--- src/rtl/utx_pkg.sv ---
package utx_pkg;

  typedef enum logic {
    ST_IDLE = 1'b0,
    ST_SEND = 1'b1
  } tx_state_e;

  // Words per cell for a given bus width (16-bit mode carries one pad byte)
  function automatic int unsigned cell_words(input int unsigned dw);
    return (dw == 16) ? 27 : 53;
  endfunction

  // Odd parity bit: the XOR of the word and this bit is 1
  function automatic logic odd_parity(input logic [15:0] w);
    return ~(^w);
  endfunction

endpackage

--- src/rtl/utx_cell_buffer.sv ---
module utx_cell_buffer #(
  parameter int unsigned DATA_W = 8,
  parameter int unsigned WORDS  = 53,
  parameter int unsigned IDX_W  = 6
) (
  input  logic              clk,
  input  logic              rst_n,
  input  logic              wr_en,
  input  logic [DATA_W-1:0] wr_data,
  input  logic [IDX_W-1:0]  rd_idx,
  input  logic              release_i,
  output logic [DATA_W-1:0] rd_word,
  output logic              full_o,
  output logic              wr_ready_o
);
  localparam logic [IDX_W-1:0] LAST_IDX = IDX_W'(WORDS - 1);

  logic [DATA_W-1:0] mem [WORDS];
  logic [IDX_W-1:0]  wr_idx_q;
  logic              full_q;
  logic              accept;

  assign accept     = wr_en && !full_q;
  assign wr_ready_o = !full_q;
  assign full_o     = full_q;
  assign rd_word    = mem[rd_idx];

  always_ff @(posedge clk) begin
    if (accept) mem[wr_idx_q] <= wr_data;
  end

  always_ff @(posedge clk or negedge rst_n) begin
    if (!rst_n) begin
      wr_idx_q <= '0;
      full_q   <= 1'b0;
    end else if (release_i) begin
      full_q   <= 1'b0;
      wr_idx_q <= '0;
    end else if (accept) begin
      if (wr_idx_q == LAST_IDX) begin
        full_q   <= 1'b1;
        wr_idx_q <= '0;
      end else begin
        wr_idx_q <= wr_idx_q + 1'b1;
      end
    end
  end

  AST_FULL_HELD: assert property (@(posedge clk) disable iff (!rst_n)
    full_q && !release_i |=> full_q);
  AST_RELEASE_NEEDS_CELL: assert property (@(posedge clk) disable iff (!rst_n)
    release_i |-> full_q);
  AST_WR_IDX_RANGE: assert property (@(posedge clk) disable iff (!rst_n)
    wr_idx_q <= LAST_IDX);

endmodule

--- src/rtl/utx_launch.sv ---
module utx_launch #(
  parameter int unsigned DATA_W = 8,
  parameter int unsigned WORDS  = 53,
  parameter int unsigned IDX_W  = 6
) (
  input  logic              clk,
  input  logic              rst_n,
  input  logic              tx_enb,
  input  logic              addr_hit,
  input  logic              cell_full,
  input  logic [DATA_W-1:0] rd_word,
  output logic [IDX_W-1:0]  rd_idx,
  output logic              release_o,
  output logic              busy_o,
  output logic [DATA_W-1:0] tx_data,
  output logic              tx_data_oe,
  output logic              tx_soc,
  output logic              tx_prty
);
  import utx_pkg::*;

  localparam logic [IDX_W-1:0] LAST_IDX = IDX_W'(WORDS - 1);

  tx_state_e         state_q;
  logic [IDX_W-1:0]  idx_q;
  logic              launch;
  logic              last_word;
  logic [DATA_W-1:0] data_q;
  logic              oe_q, soc_q, prty_q;

  assign launch    = tx_enb && ((state_q == ST_SEND) || (addr_hit && cell_full));
  assign last_word = launch && (idx_q == LAST_IDX);
  assign release_o = last_word;
  assign busy_o    = (state_q == ST_SEND) || launch;
  assign rd_idx    = idx_q;

  always_ff @(posedge clk or negedge rst_n) begin
    if (!rst_n) begin
      state_q <= ST_IDLE;
      idx_q   <= '0;
    end else if (launch) begin
      if (last_word) begin
        state_q <= ST_IDLE;
        idx_q   <= '0;
      end else begin
        state_q <= ST_SEND;
        idx_q   <= idx_q + 1'b1;
      end
    end
  end

  always_ff @(posedge clk or negedge rst_n) begin
    if (!rst_n) begin
      data_q <= '0;
      oe_q   <= 1'b0;
      soc_q  <= 1'b0;
      prty_q <= 1'b0;
    end else if (launch) begin
      data_q <= rd_word;
      oe_q   <= 1'b1;
      soc_q  <= (state_q == ST_IDLE);
      prty_q <= odd_parity(16'(rd_word));
    end else begin
      data_q <= '0;
      oe_q   <= 1'b0;
      soc_q  <= 1'b0;
      prty_q <= 1'b0;
    end
  end

  assign tx_data    = data_q;
  assign tx_data_oe = oe_q;
  assign tx_soc     = soc_q;
  assign tx_prty    = prty_q;

  AST_PARITY_ODD: assert property (@(posedge clk) disable iff (!rst_n)
    oe_q |-> (^{data_q, prty_q}) == 1'b1);
  AST_SOC_DRIVEN: assert property (@(posedge clk) disable iff (!rst_n)
    soc_q |-> oe_q);
  AST_IDLE_QUIET: assert property (@(posedge clk) disable iff (!rst_n)
    !oe_q |-> (data_q == '0) && !prty_q);
  AST_GAP_HOLDS: assert property (@(posedge clk) disable iff (!rst_n)
    (state_q == ST_SEND) && !tx_enb |=> $stable(idx_q) && !oe_q);
  AST_NO_STRAY_START: assert property (@(posedge clk) disable iff (!rst_n)
    (state_q == ST_IDLE) && !addr_hit |=> !oe_q);

endmodule

--- src/rtl/utx_clav.sv ---
module utx_clav (
  input  logic clk,
  input  logic rst_n,
  input  logic addr_hit,
  input  logic cell_full,
  input  logic busy,
  output logic tx_clav,
  output logic tx_clav_oe
);
  logic clav_q, clav_oe_q;

  always_ff @(posedge clk or negedge rst_n) begin
    if (!rst_n) begin
      clav_q    <= 1'b0;
      clav_oe_q <= 1'b0;
    end else begin
      clav_oe_q <= addr_hit;
      clav_q    <= addr_hit && cell_full && !busy;
    end
  end

  assign tx_clav    = clav_q;
  assign tx_clav_oe = clav_oe_q;

  AST_CLAV_NEEDS_OE: assert property (@(posedge clk) disable iff (!rst_n)
    clav_q |-> clav_oe_q);
  AST_CLAV_NEEDS_CELL: assert property (@(posedge clk) disable iff (!rst_n)
    !cell_full |=> !clav_q);

endmodule

--- src/rtl/utopia_tx_slave.sv ---
module utopia_tx_slave #(
  parameter int unsigned DATA_W = 8,
  parameter int unsigned ADDR_W = 5
) (
  input  logic              clk,
  input  logic              rst_n,
  input  logic [ADDR_W-1:0] cfg_phy_id,
  input  logic              wr_en,
  input  logic [DATA_W-1:0] wr_data,
  output logic              wr_ready,
  input  logic [ADDR_W-1:0] tx_addr,
  input  logic              tx_enb,
  output logic [DATA_W-1:0] tx_data,
  output logic              tx_data_oe,
  output logic              tx_soc,
  output logic              tx_prty,
  output logic              tx_clav,
  output logic              tx_clav_oe
);
  localparam int unsigned WORDS = utx_pkg::cell_words(DATA_W);
  localparam int unsigned IDX_W = $clog2(WORDS);

  logic              addr_hit;
  logic              cell_full;
  logic              release_w;
  logic              busy_w;
  logic [IDX_W-1:0]  rd_idx_w;
  logic [DATA_W-1:0] rd_word_w;

  assign addr_hit = (tx_addr == cfg_phy_id);

  utx_cell_buffer #(.DATA_W(DATA_W), .WORDS(WORDS), .IDX_W(IDX_W)) u_buf (
    .clk        (clk),
    .rst_n      (rst_n),
    .wr_en      (wr_en),
    .wr_data    (wr_data),
    .rd_idx     (rd_idx_w),
    .release_i  (release_w),
    .rd_word    (rd_word_w),
    .full_o     (cell_full),
    .wr_ready_o (wr_ready)
  );

  utx_launch #(.DATA_W(DATA_W), .WORDS(WORDS), .IDX_W(IDX_W)) u_launch (
    .clk        (clk),
    .rst_n      (rst_n),
    .tx_enb     (tx_enb),
    .addr_hit   (addr_hit),
    .cell_full  (cell_full),
    .rd_word    (rd_word_w),
    .rd_idx     (rd_idx_w),
    .release_o  (release_w),
    .busy_o     (busy_w),
    .tx_data    (tx_data),
    .tx_data_oe (tx_data_oe),
    .tx_soc     (tx_soc),
    .tx_prty    (tx_prty)
  );

  utx_clav u_clav (
    .clk        (clk),
    .rst_n      (rst_n),
    .addr_hit   (addr_hit),
    .cell_full  (cell_full),
    .busy       (busy_w),
    .tx_clav    (tx_clav),
    .tx_clav_oe (tx_clav_oe)
  );

  AST_RELEASE_FREES: assert property (@(posedge clk) disable iff (!rst_n)
    release_w |=> wr_ready && !cell_full);
  AST_READY_MATCHES_FULL: assert property (@(posedge clk) disable iff (!rst_n)
    wr_ready == !cell_full);

endmodule

--- config.mk ---
export PLATFORM = sky130hd
export DESIGN_NAME = utopia_tx_slave
export DESIGN_NICKNAME = d
export VERILOG_FILES = /design/src/rtl/utx_pkg.sv /design/src/rtl/utx_cell_buffer.sv /design/src/rtl/utx_launch.sv /design/src/rtl/utx_clav.sv /design/src/rtl/utopia_tx_slave.sv
export SDC_FILE = /design/constraint.sdc
export NUM_CORES = 1
export LEC_CHECK = 0
export ABC_CLOCK_PERIOD_IN_PS = 2900
export BUFFER_PORTS_ARGS = -buffer_cell sky130_fd_sc_hd__buf_2
export CELL_PAD_IN_SITES_DETAIL_PLACEMENT = 1
export CELL_PAD_IN_SITES_GLOBAL_PLACEMENT = 2
export CORE_MARGIN = 2
export CORE_UTILIZATION = 49
export DETAILED_ROUTE_END_ITERATION = 10
export HOLD_SLACK_MARGIN = 0.15
export PLACE_DENSITY_LB_ADDON = 0.12
export SYNTH_ARGS = -nofsm -noshare
export SYNTH_HDL_FRONTEND = slang
export SYNTH_SLANG_ARGS = --single-unit
--- constraint.sdc ---
create_clock -name clk -period 2.9 [get_ports clk]
set_input_delay 0.435 -clock clk [delete_from_list [all_inputs] [get_ports clk]]
set_output_delay 0.435 -clock clk [all_outputs]
set_load 0.02 [all_outputs]
==> results of run 1 <==
[worst register-to-register path: cells and delay by family (launching register included)]
| family | cells | cell delay [ns] |
|---|---|---|
| compound gates | 3 | 0.77 |
| buf+inv | 2 | 0.34 |
| flops | 1 | 0.45 |
| mux | 1 | 0.56 |
| simple gates | 1 | 0.17 |
| xor+xnor | 2 | 0.52 |
[what timing repair did]
item / 4_1_cts / 5_1_grt
setup endpoints to repair: 1 / 1
pin swaps: 4 / 1
gates cloned: 1 / 0
hold endpoints to repair: 29 / 0
buffers inserted: 7 / 0
resized for setup: 9 / 1
hold buffers: 3 / 0
[state kept, by name, indices dropped and copies added, names as in the netlist]
register,cells
u_buf.mem,424
u_launch.tx_data,8
u_buf.wr_idx_q,6
u_launch.rd_idx,6
u_buf.full_o,1
u_clav.tx_clav,1
u_clav.tx_clav_oe,1
u_launch.state_q,1
u_launch.tx_data_oe,1
u_launch.tx_prty,1
u_launch.tx_soc,1
[Yosys cell counts (4+ instances only)]
cell      number
nor2b_1       10
nand2_1       63
mux4_2        77
buf_6          8
nor3_1         7
mux2i_1       40
nor2_1        81
ha_1           4
o22ai_1        7
a21oi_1       17
a211oi_1       5
o221ai_1      10
o21ai_0       12
edfxtp_1     424
buf_2         13
nand3_1       12
a31oi_1        5
inv_1          9
a32oi_1        4
and2_1         4
clkbuf_1      19
mux4_1         7
a22oi_1        7
mux2_2        12
or3_1          5
xnor2_1        6
dfrtp_1       27
[cell type report]
cell class              count  area (µm²)
repair buffers            168        1370
multi-input cells         439        4180
clock inverters            26         308
well taps                 468         586
flip-flops and latches    451       13400
inverters                  11        41.3
clock buffers              58        1260
fillers                  3192       15200
[per-layer routing]
metal  global-route usage, %  share of wire [%]
met4                    6.50                2.2
met2                    39.8                 49
met5                       0                  0
met3                    3.73                4.7
met1                    35.8                 44
[power breakdown]
part	internal [mW]	switching [mW]	leakage (nW)
combinational	3.28	3.56	2.30
clock	3.70	2.45	0.767
sequential	7.47	0.244	4.15
total	14.4	6.25	7.22
[logic make-up after synthesis]
| kind of cell | Yosys count | synth area share [%] |
|---|---|---|
| adders and majority gates | 4 | 0.279 |
| AOI/OAI and AO/OA | 94 | 3.78 |
| buffers and inverters | 61 | 2.05 |
| muxes | 136 | 13.7 |
| DFF | 451 | 74.8 |
| and+or+nand+nor | 195 | 4.73 |
| xor gates and xnor gates | 10 | 0.649 |
[final timing paths]
kind	cells past startpoint	slack, ns	endpoint
setup / recovery	9	-0.003	u_launch.tx_prty
hold / removal	4	0.21	u_clav.tx_clav_oe
setup reg to reg	9	-0.003	u_launch.tx_prty
hold reg to reg	1	0.49	u_clav.tx_clav
max in group asynchronous	2	1.71	u_launch.rd_idx[0]
min in group asynchronous	2	0.53	u_launch.tx_data[2]
==> impl_metrics.toml, run 1 <==
[pwr]
peakVddDrop_uv = 642
p_leak_nw = 7.22
total_power_mw = 20.7
power_density_nw_per_um2 = 978

[cts]
cts_tree = "built"
cts.sinks = 451
cts_buffers = 47
root_buffer = "clkbuf_16"
clkTransAtPathRegs_ns = 0.06
cts.path.max_buffers = 3
worst_skew_pair.late_latency_ns = 0.57
cts.htree.levels = 2

[critical_path]
critPathLaunch = "u_launch.rd_idx[0]"
cp.buffers_inverters = 2
crit_path_cell_trace = "buf_12 -> buf_12 -> mux4_2 -> o22a_1 -> a31oi_1 -> a311o_1 -> xnor3_1 -> xor3_1 -> and2_1"
r2r-start = "u_launch.rd_idx[0]"
cp_common_cell = "buf_12"
slowest_stage = "mux4_2"
critPathMaxStageDelay_ns = 0.55
crit_family = "compound AO/OA/AOI/OAI gates"
arrival_ns = 3.36
required_ns = 3.35
critPathKind = "flip-flop to flip-flop"
end_kind = "flip-flop"
critPathLaunchType = "flip-flop"
worstPathMaxFanout = 11

[floorplan]
die-height_um = 195
std_cell_rows = 70
die_area_um2 = 38100
die_x_um = 195
io_pins = 36
initial_core_util_pct = 49.3
core_um2 = 36300

[placed_design]
post_dp_cell_area_um2 = 19400
port_buffers = 35
placed_cells = 1526
gp_congestion = 0.819
place_hpwl_um = 29500
dp_slack_ns = -0.0622

[yosys]
synthFlopType = "edfxtp_1"
synth_edf_count = 424
seq_area_frac_synth_pct = 74.8
syn_avg_cell_area_um2 = 18.8
async_flop_share_pct = 5.99
syn_area_um2 = 17900
ys_types = 62
synthTopCellsByArea = "edfxtp_1, mux4_2, dfrtp_1"
synthCells = 951
yosysTopAreaCell = "edfxtp_1"
synth_top_cell_area_share_pct = 71.0
synth-seq-cells = 451
synth_nets = 977
yosysWarnings = 0

[outcome]
violations = "setup timing"
outcome = "complete, but fails checks"

[sta]
timing.slew.headroom_pct = 25.3
setup_ws_ns = -0.00280
fin_skew_ns = 0.0123
fin_crit_sh_pct = 100
final_max_slew_viol_count = 0
fmax_mhz = 344
holdWs_ns = 0.205
finalSetupViolations = 1
rsz0062_at_grt = "true"
period_needed_ns = 2.90
worst_pin_slew_ns = 1.12
setup_tns_ns = -0.00280
hold_viol = 0

[cells_and_area]
final_nets = 1144
diodes = 0
final-instance-count-excl-fill = 1621
syn2layout_area_growth_pct = 18.1
final_cell_mix = "edfxtp_1, buf_4, nor2_1"
stdcell_area_um2 = 21200
layout_commonest_cell = "edfxtp_1"
drive_above_1_share_pct = 29.7
postLayoutCoreUtil_pct = 58.2

[worst_hold_path]
min_path_type = "input port to flip-flop"
hp-start = "tx_addr[4]"

[grt]
grt_pass1_wl_um = 67800
grt_use_total_pct = 24.7
grt-ovfl-total = 0
grt_pass1_vias = 10100
antenna_found_initial = 0
grt_max_degree = 54

[route]
routed-via-count = 9485
drt_iter0_markers = 797
drt-pass1-iter-count = 5
routed_wl_um = 45700
drt-vias-per-instance = 5.85
drc = 0
wl_per_cell_um = 28.2
postRouteAntennaNets = 0

[flow_run]
max_cap_viol_count = 0
No activity file was read; power rests on OpenSTA's default activity.
==> run 2: changes to the inputs <==
--- a/config.mk
+++ b/config.mk
@@ -13,6 +13,7 @@
 export CORE_UTILIZATION = 49
 export DETAILED_ROUTE_END_ITERATION = 10
 export HOLD_SLACK_MARGIN = 0.15
+export MAX_ROUTING_LAYER = met4
 export PLACE_DENSITY_LB_ADDON = 0.12
 export SYNTH_ARGS = -nofsm -noshare
 export SYNTH_HDL_FRONTEND = slang
==> run 2 against run 1 <==
  * The flow now finishes without violations
  * Utilization did not move
  * Critical path type unchanged
  * Highest routed layer unchanged
  * Critical path depth rose by 1
  * Cell count did not move
  * Maximum frequency rose by 0.14%
  * Sequential power barely moved
  * Largest power group unchanged
  * Die area did not move
  * Register-to-register slack barely moved
  * Critical endpoint unchanged
  * Via count rose by 0.75%
  * Wire length fell by 0.23%
  * Non-clock buffer count did not move
  * Clock-buffer cell count did not move
==> impl_metrics.toml, run 2 (synthesis results as in run 1) <==
[outcome]
outcome = "finished clean"

[critical_path]
critPathMaxStageDelay_ns = 0.50
slowest_stage = "dfrtp_4"
critPathLaunchType = "flip-flop"
arrival_ns = 3.35
required_ns = 3.35
end_kind = "flip-flop"
crit_path_cell_trace = "buf_12 -> buf_12 -> mux4_2 -> a211oi_1 -> buf_4 -> a311o_1 -> a221o_1 -> xnor2_1 -> xor3_1 -> and2_1"
reg2reg_slack_ns = 0.001
worstPathMaxFanout = 13
critPathKind = "flip-flop to flip-flop"
cp_common_cell = "buf_12"

[cts]
clkTransAtPathRegs_ns = 0.06
cts.path.max_buffers = 3
cts.sinks = 451
cts_tree = "built"
cts_buffers = 47
root_buffer = "clkbuf_16"
worst_skew_pair.late_latency_ns = 0.57
cts.htree.levels = 2

[grt]
use_met1_pct = 35.9
grt_use_total_pct = 25.5
top_usage_layer = "met2"
met3_usage_pct = 3.73
antenna_found_initial = 0
grt-ovfl-total = 0
grtUsageMet2_pct = 39.7
grt_pass1_wl_um = 67800
grt_pass1_vias = 10000
grt_max_degree = 54

[sta]
fmax_mhz = 345
period_needed_ns = 2.90
rsz0062_at_grt = "true"
final_max_slew_viol_count = 0
fin_skew_ns = 0.0115
setup_tns_ns = 0
finalSetupViolations = 0
fin_crit_sh_pct = 100
timing.slew.headroom_pct = 23.3
worst_pin_slew_ns = 1.15
hold_viol = 0

[cells_and_area]
max_flop_register = "u_buf.mem"
drive_above_1_share_pct = 29.7
final_nets = 1144
diodes = 0
largest_reg_flops = 424
final-instance-count-excl-fill = 1621
syn2layout_area_growth_pct = 18.1
final_cell_mix = "edfxtp_1, buf_4, nor2_1"
postLayoutCoreUtil_pct = 58.2
layout_commonest_cell = "edfxtp_1"

[pwr]
p_leak_nw = 7.22
power_density_nw_per_um2 = 977
peakVddDrop_uv = 640

[route]
drt-vias-per-instance = 5.90
drt-pass1-iter-count = 5
wl_per_cell_um = 28.1
drt_iter0_markers = 760
drc = 0
postRouteAntennaNets = 0
routed-via-count = 9556
routed_wl_um = 45600

[placed_design]
placed_cells = 1526
port_buffers = 35
gp_congestion = 0.831
place_hpwl_um = 29500

[floorplan]
io_pins = 36
die-height_um = 195
std_cell_rows = 70
core_um2 = 36300
die_area_um2 = 38100
die_x_um = 195
initial_core_util_pct = 49.3

[worst_hold_path]
min_path_type = "input port to flip-flop"

[flow_run]
max_cap_viol_count = 0
==> run 2: cell counts in the layout (fill, tap and decap cells not counted) <==
No cell type changed its count.
==> run 2: worst max-delay path, delay by kind of cell (launching register included) <==
family          cells  cell delay, ns
compound gates      3            0.69
buf+inv             3            0.49
mux                 1            0.35
xor+xnor            2            0.58
flops               1            0.50
simple gates        1            0.17
==> run 2: worst paths after layout <==
check,cells after the start,to,startpoint
worst max-delay path,10,u_launch.tx_prty,u_launch.rd_idx[0]
worst min-delay path,4,u_clav.tx_clav_oe,tx_addr[4]
worst max register to register,10,u_launch.tx_prty,u_launch.rd_idx[0]
worst min register to register,1,u_clav.tx_clav,u_launch.state_q
max in group asynchronous,2,u_launch.rd_idx[0],rst_n
min in group asynchronous,2,u_launch.tx_data[2],rst_n
==> run 2: layout make-up <==
class	instances	area [µm²]
Fill cell	3192	15200
Inverter	11	41.3
Clock inverter	26	308
Timing Repair Buffer	168	1370
Sequential cell	451	13400
Multi-Input combinational cell	439	4180
Tap cell	468	586
Clock buffer	58	1260
==> run 2: repair_timing <==
| action | in CTS | in global routing |
|---|---|---|
| buffers inserted | 7 | 0 |
| hold buffers | 3 | 0 |
| gates cloned | 1 | 0 |
| resized for setup | 9 | 1 |
| pin swaps | 4 | 1 |
| setup endpoints to repair | 1 | 1 |
| hold endpoints to repair | 29 | 0 |
==> run 2: metrics by stage <==
stage	power (mW)	worst slack, ns	hold WS (ns)	instance area [µm²]
after floorplan	11.9	0.267	0.139	17900
after global placement	14.4	-0.0255	0.472	19400
after detailed placement	14.4	-0.0622	0.482	19400
after CTS	20.8	0.000817	0.194	21200
after global routing	21.5	-0.142	0.227	21200
final	20.7	0.00116	0.206	21200
==> run 2: where the power goes <==
group	total [mW]	internal [mW]	switching (mW)
Combinational	6.83	3.28	3.56
Sequential	7.72	7.47	0.245
Clock	6.13	3.70	2.43
==> run 2: per-layer routing <==
layer  vias up  part of all wire (%)
met5         -                     0
met4         0                   2.0
met3        58                   4.7
met2       277                    49
met1      5073                    45
li1       4148                     -
